==> src/rtl/cmgcr_pkg.sv <==
package cmgcr_pkg;

  // Register offsets (byte addresses inside the bank)
  localparam int unsigned OFS_WIN     = 32'h008;
  localparam int unsigned OFS_STATUS  = 32'h010;
  localparam int unsigned SEC_LOCAL   = 32'h100;
  localparam int unsigned SEC_OTHER   = 32'h200;
  localparam int unsigned REG_CORECFG = 32'h0;
  localparam int unsigned REG_OTHER   = 32'h4;
  localparam int unsigned REG_RESET   = 32'h8;

  // Field masks and reset values
  localparam logic [31:0] WIN_MASK   = 32'hFFFF_0001;
  localparam logic [31:0] RESET_MASK = 32'hFFFF_F000;
  localparam logic [31:0] RESET_INIT = 32'hBFC0_0000;

  typedef enum logic [2:0] {
    SelZero,
    SelWin,
    SelStatus,
    SelCoreCfg,
    SelOther,
    SelResetBase
  } rdSel_e;

  typedef struct packed {
    logic   wrWin;
    logic   wrOther;
    logic   wrReset;
    logic   rdEn;
    rdSel_e rdSel;
  } strobe_t;

endpackage

==> src/rtl/cmgcr_ctrl.sv <==
module cmgcr_ctrl
  import cmgcr_pkg::*;
#(
  parameter int NUM_VP = 4,
  parameter int VP_W   = 2,
  parameter int ADDR_W = 12
) (
  input  logic                   reqValid,
  input  logic                   reqWrite,
  input  logic [ADDR_W-1:0]      reqAddr,
  input  logic [VP_W-1:0]        reqVp,
  input  logic [NUM_VP*VP_W-1:0] otherPtrs,
  output strobe_t                strobe,
  output logic [VP_W-1:0]        targetVp
);

  logic [ADDR_W-1:0] secBase;
  logic [3:0]        regOfs;
  logic              inLocal;
  logic              inOther;
  logic [VP_W-1:0]   callerPtr;
  rdSel_e            sel;

  always_comb begin
    secBase   = {reqAddr[ADDR_W-1:4], 4'b0000};
    regOfs    = reqAddr[3:0];
    inLocal   = (secBase == ADDR_W'(SEC_LOCAL));
    inOther   = (secBase == ADDR_W'(SEC_OTHER));
    callerPtr = otherPtrs[int'(reqVp)*VP_W +: VP_W];
    targetVp  = inOther ? callerPtr : reqVp;

    sel = SelZero;
    if (reqAddr == ADDR_W'(OFS_WIN)) begin
      sel = SelWin;
    end else if (reqAddr == ADDR_W'(OFS_STATUS)) begin
      sel = SelStatus;
    end else if (inLocal || inOther) begin
      case (regOfs)
        4'(REG_CORECFG): sel = SelCoreCfg;
        4'(REG_OTHER):   sel = SelOther;
        4'(REG_RESET):   sel = SelResetBase;
        default:         sel = SelZero;
      endcase
    end

    strobe.rdSel   = sel;
    strobe.rdEn    = reqValid && !reqWrite;
    strobe.wrWin   = reqValid && reqWrite && (sel == SelWin);
    strobe.wrOther = reqValid && reqWrite && (sel == SelOther);
    strobe.wrReset = reqValid && reqWrite && (sel == SelResetBase);
  end

endmodule

==> src/rtl/cmgcr_dpath.sv <==
module cmgcr_dpath
  import cmgcr_pkg::*;
#(
  parameter int NUM_VP = 4,
  parameter int VP_W   = 2,
  parameter int EXC_W  = 64
) (
  input  logic                    clk,
  input  logic                    rstN,
  input  strobe_t                 strobe,
  input  logic [VP_W-1:0]         targetVp,
  input  logic [31:0]             wdata,
  input  logic                    ctrlPresent,
  output logic [NUM_VP*VP_W-1:0]  otherPtrs,
  output logic [31:0]             winBase,
  output logic                    winEn,
  output logic [NUM_VP*EXC_W-1:0] excBase,
  output logic                    rspValid,
  output logic [31:0]             rspData
);

  localparam int EXT_W = EXC_W - 32;

  logic [31:0]     winReg;
  logic [VP_W-1:0] otherArr [NUM_VP];
  logic [31:0]     resetArr [NUM_VP];
  logic [31:0]     rdNext;
  logic            ptrLegal;

  assign ptrLegal = (wdata < 32'(NUM_VP));

  always_ff @(posedge clk) begin
    if (!rstN) begin
      winReg <= '0;
    end else if (strobe.wrWin) begin
      winReg <= wdata & WIN_MASK;
    end
  end

  assign winBase = {winReg[31:16], 16'h0000};
  assign winEn   = winReg[0];

  for (genvar v = 0; v < NUM_VP; v++) begin : g_vp
    logic [VP_W-1:0] otherReg;
    logic [31:0]     resetReg;
    logic            hit;

    assign hit = (targetVp == VP_W'(v));

    always_ff @(posedge clk) begin
      if (!rstN) begin
        otherReg <= '0;
        resetReg <= RESET_INIT & RESET_MASK;
      end else begin
        if (strobe.wrOther && hit && ptrLegal) begin
          otherReg <= wdata[VP_W-1:0];
        end
        if (strobe.wrReset && hit) begin
          resetReg <= wdata & RESET_MASK;
        end
      end
    end

    assign otherArr[v] = otherReg;
    assign resetArr[v] = resetReg;
    assign otherPtrs[v*VP_W +: VP_W] = otherReg;
    assign excBase[v*EXC_W +: EXC_W] = {{EXT_W{resetReg[31]}}, resetReg};
  end

  always_comb begin
    case (strobe.rdSel)
      SelWin:       rdNext = winReg;
      SelStatus:    rdNext = {31'b0, ctrlPresent};
      SelCoreCfg:   rdNext = 32'(NUM_VP - 1);
      SelOther:     rdNext = 32'(otherArr[targetVp]);
      SelResetBase: rdNext = resetArr[targetVp];
      default:      rdNext = '0;
    endcase
  end

  always_ff @(posedge clk) begin
    if (!rstN) begin
      rspValid <= 1'b0;
      rspData  <= '0;
    end else begin
      rspValid <= strobe.rdEn;
      rspData  <= strobe.rdEn ? rdNext : '0;
    end
  end

endmodule

==> src/rtl/cmgcr_regs.sv <==
module cmgcr_regs
  import cmgcr_pkg::*;
#(
  parameter int NUM_VP = 4,
  parameter int ADDR_W = 12,
  parameter int EXC_W  = 64,
  localparam int VP_W  = (NUM_VP > 1) ? $clog2(NUM_VP) : 1
) (
  input  logic                    clk,
  input  logic                    rstN,
  input  logic                    reqValid,
  input  logic                    reqWrite,
  input  logic [ADDR_W-1:0]       reqAddr,
  input  logic [31:0]             reqWdata,
  input  logic [VP_W-1:0]         reqVp,
  input  logic                    ctrlPresent,
  output logic                    rspValid,
  output logic [31:0]             rspData,
  output logic [31:0]             winBase,
  output logic                    winEn,
  output logic [NUM_VP*EXC_W-1:0] excBase
);

  strobe_t                strobe;
  logic [VP_W-1:0]        targetVp;
  logic [NUM_VP*VP_W-1:0] otherPtrs;

  cmgcr_ctrl #(.NUM_VP(NUM_VP), .VP_W(VP_W), .ADDR_W(ADDR_W)) u_ctrl (
    .reqValid (reqValid),
    .reqWrite (reqWrite),
    .reqAddr  (reqAddr),
    .reqVp    (reqVp),
    .otherPtrs(otherPtrs),
    .strobe   (strobe),
    .targetVp (targetVp)
  );

  cmgcr_dpath #(.NUM_VP(NUM_VP), .VP_W(VP_W), .EXC_W(EXC_W)) u_dpath (
    .clk        (clk),
    .rstN       (rstN),
    .strobe     (strobe),
    .targetVp   (targetVp),
    .wdata      (reqWdata),
    .ctrlPresent(ctrlPresent),
    .otherPtrs  (otherPtrs),
    .winBase    (winBase),
    .winEn      (winEn),
    .excBase    (excBase),
    .rspValid   (rspValid),
    .rspData    (rspData)
  );

endmodule

==> config.mk <==
export PLATFORM = sky130hd
export DESIGN_NAME = cmgcr_regs
export DESIGN_NICKNAME = d
export VERILOG_FILES = /design/src/rtl/cmgcr_pkg.sv /design/src/rtl/cmgcr_ctrl.sv /design/src/rtl/cmgcr_dpath.sv /design/src/rtl/cmgcr_regs.sv
export SDC_FILE = /design/constraint.sdc
export NUM_CORES = 1
export LEC_CHECK = 0
export CAP_MARGIN = 0
export CORE_UTILIZATION = 35
export DETAILED_ROUTE_END_ITERATION = 12
export DONT_BUFFER_PORTS = 1
export GPL_TIMING_DRIVEN = 1
export PLACE_DENSITY_LB_ADDON = 0.12
export REMOVE_ABC_BUFFERS = 1
export SETUP_SLACK_MARGIN = 0.4
export SYNTH_ARGS = -nofsm -noshare
export SYNTH_HDL_FRONTEND = slang
export SYNTH_SLANG_ARGS = --single-unit
==> constraint.sdc <==
create_clock -name clk -period 2.9 [get_ports clk]
set_input_delay 0.725 -clock clk [delete_from_list [all_inputs] [get_ports clk]]
set_output_delay 0.725 -clock clk [all_outputs]
set_load 0.005 [all_outputs]
==> key figures, run 1 <==
Run status
  • Status: complete, no violations

Setup path
  • Critical Path AT: around 2.8 ns
  • Crit Path Class: input port to flop
  • Critical Path End Type: flop
  • R2R Setup Slk: 0.82 ns
  • CP required: 3.24 ns
  • Worst Setup Start Kind: input port
  • CP max FO: 20

Floorplan
  • FP Rows: 51
  • Die area: 0.0208 mm²
  • Core Area: roughly 0.020 mm²
  • Horiz. Die Dim: 144 µm
  • Die Ht: 144 µm
  • Io pins: between 300 and 400
  • Initial core utilization: 36.0%

Cells and area
  • Layout cell share with drive strength beyond 1: about 14%
  • # diodes: 0
  • Most common cell after layout, fill and taps aside: dfxtp_1
  • Nets: approximately 740
  • Reg area: ~0.0026 mm²
  • Fillers: 2065
  • Commonest non-fill, non-tap cells in the layout: dfxtp_1 (124), nand2_1 (100), mux2i_1 (75)
  • Final instance area: between 0.006 and 0.007 mm²
  • Multi-input gate area: 0.00303 mm²
  • Area grow syn2layout: -2.62%

Synthesis
  • Mapped Area: 0.00708 mm²
  • Largest family of logic cells by synthesized area: buffers and inverters
  • Adder-cell share of the synthesized area: 0%
  • Post-Synth Simple-Gate Area: 15.7%
  • Number of synthesized register bits: 128
  • Mean post-synth cell area: 8.79 µm²
  • Cell count after synthesis: 805
  • Ys async rst share: 0%
  • Yosys Warn Count: 0
  • Mux share of post-synthesis cell area: 11.2%
  • Synth Area in XOR/XNOR: 0.248%
  • Top_reg_cell synth: dfxtp_1
  • Post-synth EDFFs: 0
  • Netlist cell types: 62
  • Area fraction in compound gates after synthesis: a little under an eighth
  • Post-synthesis sequential area ratio: 36.2%

Pwr
  • Static leakage: 2.73 nW
  • Power, Total: 4.06 mW
  • PwrDens: 589 mW/mm²
  • VDD IR max: about 380 µV

STA
  • Slew Limit Headroom: 34.9%
  • Worst-Margin Slew: 0.977 ns
  • Fmax achieved: just over 0.4 GHz
  • RSZ-0062 raised after global routing: true
  • Max-slew violation count: 0
  • Hold slack: 0.393 ns
  • Setup Viol. Count Final: 0
  • Final worst path period need: 2.43 ns
  • Clock Skew: 0.0122 ns
  • Final-report hold violation count: 0
  • Final period util: 83.9%

CTS
  • Max Root-Sink Buffers: 2
  • Post-CTS Hold Buffers: 0
  • CTS Root Cell: clkbuf_16
  • Num CTS Buffers: 17
  • Worst-path clk slew: roughly 0.06 ns
  • CTS H-tree depth: 4
  • CTS tree: yes
  • Clk sink count: roughly 130
  • Clock latency on the worst-skew pair: 0.42 ns

Global routing
  • Initial antenna violation count: 0
  • Largest net degree at the start of global routing: 120
  • Global route total overflow: 0
  • Number of global-route vias before repair: 4462
  • Global-route wire length before repair: 29200 µm
  • GR Util All Layers: 19.4%

Routing
  • Vias post-DR: 4787
  • DRC Markers: 0
  • Starting DRC count in detailed routing: roughly 200
  • Routed WL: about 20000 µm
  • Vias/cell: between 4 and 5
  • Detailed-route wire length per cell: 21.2 µm
  • Pre-antenna DRT Iters: 4
  • ANT nets after route: 0

Place
  • Input/output buffers: 0
  • Hpwl dp: approximately 15000 µm
  • Post-DP Area: 0.00629 mm²
  • Final GP Congestion: 0.875

Hold path
  • Hold Crit Class: input port to flop

Job
  • Max cap viols: 0
## Yosys cell counts (3+ instances only)
library cell	number	area, µm²
nor2_1	31	116
buf_4	210	1580
o21ai_1	19	95.1
nor4_1	10	62.6
nand2_1	100	375
o221ai_1	12	105
o21ai_0	43	215
o22ai_1	4	25.0
clkbuf_1	21	78.8
a21boi_0	17	128
o221ai_2	6	90.1
buf_1	4	15.0
buf_2	5	25.0
nand3b_1	5	37.5
nor3_1	3	15.0
mux2i_1	75	751
dfxtp_1	128	2560
nand2b_1	3	18.8
a21oi_1	3	15.0
buf_6	5	56.3
nand3_1	54	270
## power breakdown
group | internal [mW] | switching [mW]
registers | 1.76 | 0.000356
logic | 0.0487 | 0.0744
clock network | 1.30 | 0.872
total | 3.11 | 0.946
## sequential cells by signal (all words and copies together), names as in the netlist
signal and count:
u_dpath.winReg 17, u_dpath.g_vp.resetReg 80, u_dpath.rspValid 1, u_dpath.rspData 22
u_dpath.g_vp.otherReg 8
## cell families (layout without fill, tap and decap cells)
family | Yosys count | in the layout
muxes | 78 | 78
AOI/OAI and AO/OA | 117 | 117
and+or+nand+nor | 229 | 229
xor gates and xnor gates | 2 | 2
other | 1 | 74
DFF | 128 | 128
buffers and inverters | 250 | 69
## layer usage
metal  vias up  track usage (%)  wire (µm)
met5         -                0          0
met3        24             5.23       1300
li1       2252                -          -
met1      2302             22.7       8300
met4         0             5.71        286
met2       209             34.4      10500
## worst max-delay path, stage by stage
cell      delay, ns
nor4_4         0.35
nand3b_4       0.11
or4_4          0.52
a2111o_1       0.44
or2_4          0.38
o221ai_1       0.24
## stage by stage
stage / setup TNS [ns] / cells / setup WS, ns / utilization, %
5_1_grt: 0 / 962 / 0.380 / 35.1
6_report: 0 / 962 / 0.466 / 35.1
4_1_cts: 0 / 962 / 0.418 / 35.0
3_3_place_gp: 0 / 930 / 0.0645 / 32.0
2_1_floorplan: -155.71 / 630 / -2.08 / -
3_5_place_dp: -0.0444 / 930 / -0.0198 / 32.0
## cell type report
cell class | count | area share [%]
multi-input cells | 500 | 43.9
flip-flops and latches | 128 | 37.3
clock buffers | 18 | 6.37
repair buffers | 35 | 5.27
well taps | 265 | 4.81
clock inverters | 14 | 2.27
inverters | 2 | 0.109
## final timing paths
check,endpoint,depth (start not counted),from
worst max register to register,u_dpath.g_vp[2].resetReg[28],8,u_dpath.g_vp[2].otherReg[0]
worst min-delay path,u_dpath.g_vp[0].resetReg[25],1,rstN
worst max-delay path,u_dpath.rspData[24],6,reqAddr[7]
worst min register to register,u_dpath.g_vp[1].otherReg[1],2,u_dpath.g_vp[1].otherReg[1]
## what timing repair did
item,4_1_cts,5_1_grt
buffers inserted,0,0
gates resized for setup,0,1
setup endpoints to repair,0,17
endpoints found under the hold margin,0,0
Note: power is estimated with default switching activity, not from simulation.
==> run 2, diff against run 1 <==
Clock period 2.9 ns to 2.45 ns, I/O delays scaled along.
==> run 2 against run 1 <==
Compared with the run above:
- power up 17%
- count of clock-buffer cells in the layout is the same
- die area did not move
- largest power group unchanged
- critical path type unchanged
- largest cell class unchanged
- core utilization increased by 3.5 points
- design area is 9.9% higher
- hold slack got worse by 0.088 ns
- critical endpoint is now u_dpath.rspData[23]
- combinational power is 44% higher
==> key figures, run 2 (synthesis gave the netlist of run 1 again) <==
Floorplan
  • Die Ht: 144 µm (unchanged)
  • Horiz. Die Dim: 144 µm (unchanged)
  • Die area: 0.0208 mm² (unchanged)
  • Io pins: 373 (unchanged)
  • Initial core utilization: 36.0% (unchanged)
  • FP Rows: 51 (unchanged)
  • Core Area: 0.0197 mm² (unchanged)

Pwr
  • Power, Total: 4.74 mW (+17%)
  • VDD IR max: 435 µV (+15%)
  • PwrDens: 626 mW/mm² (+6.3%)
  • Static leakage: 3.02 nW (+11%)

STA
  • Clock Skew: 0.00912 ns (-0.00308 ns)
  • Worst Setup Slack, final: 0.129 ns (-0.336 ns)
  • Setup Viol. Count Final: 0 (unchanged)
  • Final period util: a little over nine tenths
  • Hold slack: 0.305 ns (-0.0875 ns)
  • Worst-Margin Slew: 0.519 ns (-0.458 ns)
  • Slew Limit Headroom: 65.4% (+31 points)
  • Max-slew violation count: 0 (unchanged)
  • Fmax achieved: 0.431 GHz
  • Final worst path period need: about 2.3 ns
  • RSZ-0062 raised after global routing: true
  • Final-report hold violation count: 0 (unchanged)

CTS
  • CTS Root Cell: clkbuf_16
  • Max Root-Sink Buffers: 2 (unchanged)
  • Clock latency on the worst-skew pair: 0.42 ns (about the same)
  • Clk sink count: 128 (unchanged)
  • CTS H-tree depth: 4 (unchanged)
  • CTS tree: yes
  • Worst-path clk slew: 0.06 ns (about the same)
  • Post-CTS Hold Buffers: 0 (unchanged)
  • Num CTS Buffers: 17 (unchanged)

Global routing
  • Global-route wire length before repair: 31100 µm (+6.6%)
  • Initial antenna violation count: 0 (unchanged)
  • GR Util All Layers: 20.9% (+1.5 points)
  • Largest net degree at the start of global routing: 120 (unchanged)
  • Global route total overflow: 0 (unchanged)
  • Number of global-route vias before repair: 4728 (+6.0%)

Setup path
  • CP max stage cell: or4_4
  • Critical Path End Type: flop
  • CP startpoint: reqAddr[10]
  • FF-to-FF End: u_dpath.g_vp[2].resetReg[31]
  • CP max FO: 5 (-75%)
  • Crit path max-delay family: simple AND/OR/NAND/NOR gates
  • Crit path capture: u_dpath.rspData[23]
  • Crit Path Class: input port to flop
  • Reg2reg start: u_dpath.g_vp[0].otherReg[0]
  • Crit path depth: 6 (unchanged)
  • Bufs and invs on worst path: 0 (unchanged)
  • Worst Setup Start Kind: input port
  • Cells on worst reg2reg path: 8 (unchanged)
  • Worst stage delay on the critical path: 0.53 ns (about the same)
  • CP required: 2.79 ns (-0.45 ns)
  • Critical Path AT: 2.66 ns (-0.11 ns)
  • CP cell instances: nor4_4 -> nand3b_4 -> or4_4 -> a2111o_1 -> or2_4 -> o221ai_2
  • R2R Setup Slk: 0.43 ns (-0.39 ns)

Cells and area
  • Nets: 766 (+4.2%)
  • Most common cell after layout, fill and taps aside: dfxtp_1
  • Commonest non-fill, non-tap cells in the layout: dfxtp_1 (124), nand2_1 (100), mux2i_1 (75)
  • Layout cell share with drive strength beyond 1: 22.8% (+8.9 points)
  • Fin cells: 993 (+3.2%)
  • # diodes: 0 (unchanged)
  • Area grow syn2layout: 7.06%
  • Biggest register: u_dpath.g_vp.resetReg
  • Largest regs: u_dpath.g_vp.resetReg (80), u_dpath.rspData (22), u_dpath.winReg (17)
  • Max FFs per register: 80 (unchanged)
  • Final core utilization: 38.5% (+3.5 points)

Routing
  • ANT nets after route: 0 (unchanged)
  • DRC Markers: 0 (unchanged)
  • Vias post-DR: 4927 (+2.9%)
  • Routed WL: 21800 µm (+7.1%)
  • Pre-antenna DRT Iters: 4 (unchanged)
  • Detailed-route wire length per cell: 21.9 µm (+3.7%)
  • Starting DRC count in detailed routing: 174 (-13%)
  • Vias/cell: 4.96 (-0.29%)

Hold path
  • Hold Crit Class: input port to flop

Place
  • Pre-CTS setup slack: -0.329 ns (-0.310 ns)
  • Input/output buffers: 0 (unchanged)
  • Final GP Congestion: 0.827 (-5.5%)
  • Hpwl dp: 14500 µm (about the same)
  • Dpl cells: 942 (+1.3%)

Run status
  • Status: complete, no violations

Job
  • Max cap viols: 0 (unchanged)
-- run 2: cell types whose count changed in the layout (fill, tap and decap cells not counted), sizes merged --
cell / change
buf: +26
clkbuf: +2
or2: +3
bufinv: -1
clkinv: +1
-- run 2: final cells by class --
cell class | count | area [µm²]
fill | 2004 | 12100
multi-input combinational | 503 | 3320
sequential | 128 | 2570
timing repair buffer | 63 | 774
clock buffer | 18 | 439
tap | 265 | 332
clock inverter | 14 | 133
inverter | 2 | 7.51
-- run 2: through the flow --
stage / TNS, ns / cell area [µm²]
floorplan: -191.14 / 5570
global placement: -10.24 / 6400
detailed placement: -11.26 / 6400
CTS: 0 / 7230
global route: 0 / 7570
finish: 0 / 7570
-- run 2: worst register-to-register path, delay by kind of cell, from the launching register on --
family	cells	cell delay (ns)
and+or+nand+nor	3	0.41
muxes	2	0.50
DFF	1	0.35
buffers and inverters	2	0.37
AOI/OAI and AO/OA	1	0.28
-- run 2: worst min-delay path by stage --
stage	end	cells past startpoint	slack, ns	start
floorplan	u_dpath.g_vp[0].otherReg[1]	2	0.45	u_dpath.g_vp[0].otherReg[1]
global placement	u_dpath.g_vp[0].resetReg[31]	2	0.45	u_dpath.g_vp[0].resetReg[31]
detailed placement	u_dpath.g_vp[0].resetReg[31]	2	0.46	u_dpath.g_vp[0].resetReg[31]
CTS	u_dpath.g_vp[2].resetReg[28]	1	0.25	rstN
global route	u_dpath.g_vp[3].resetReg[28]	1	0.27	rstN
finish	u_dpath.g_vp[3].resetReg[28]	1	0.31	rstN
-- run 2: routing by layer --
metal	global-route usage [%]	part of all wire, %	vias to the layer above	routed length (µm)
li1	-	-	2323	-
met1	24.5	40	2373	8820
met2	36.9	51	207	11200
met3	5.50	6.7	24	1450
met4	6.43	1.5	0	337
met5	0	0	-	0
-- run 2: power by group --
part / switching [mW] / internal, mW
sequential: 0.000425 / 2.08
combinational: 0.102 / 0.0755
clock: 1.04 / 1.44
total: 1.14 / 3.59
-- run 2: what timing repair did --
action,4_1_cts,5_1_grt
cloned,6,3
pin swaps,11,19
buffers inserted,5,5
resized for setup,23,67
setup endpoints to repair,73,118
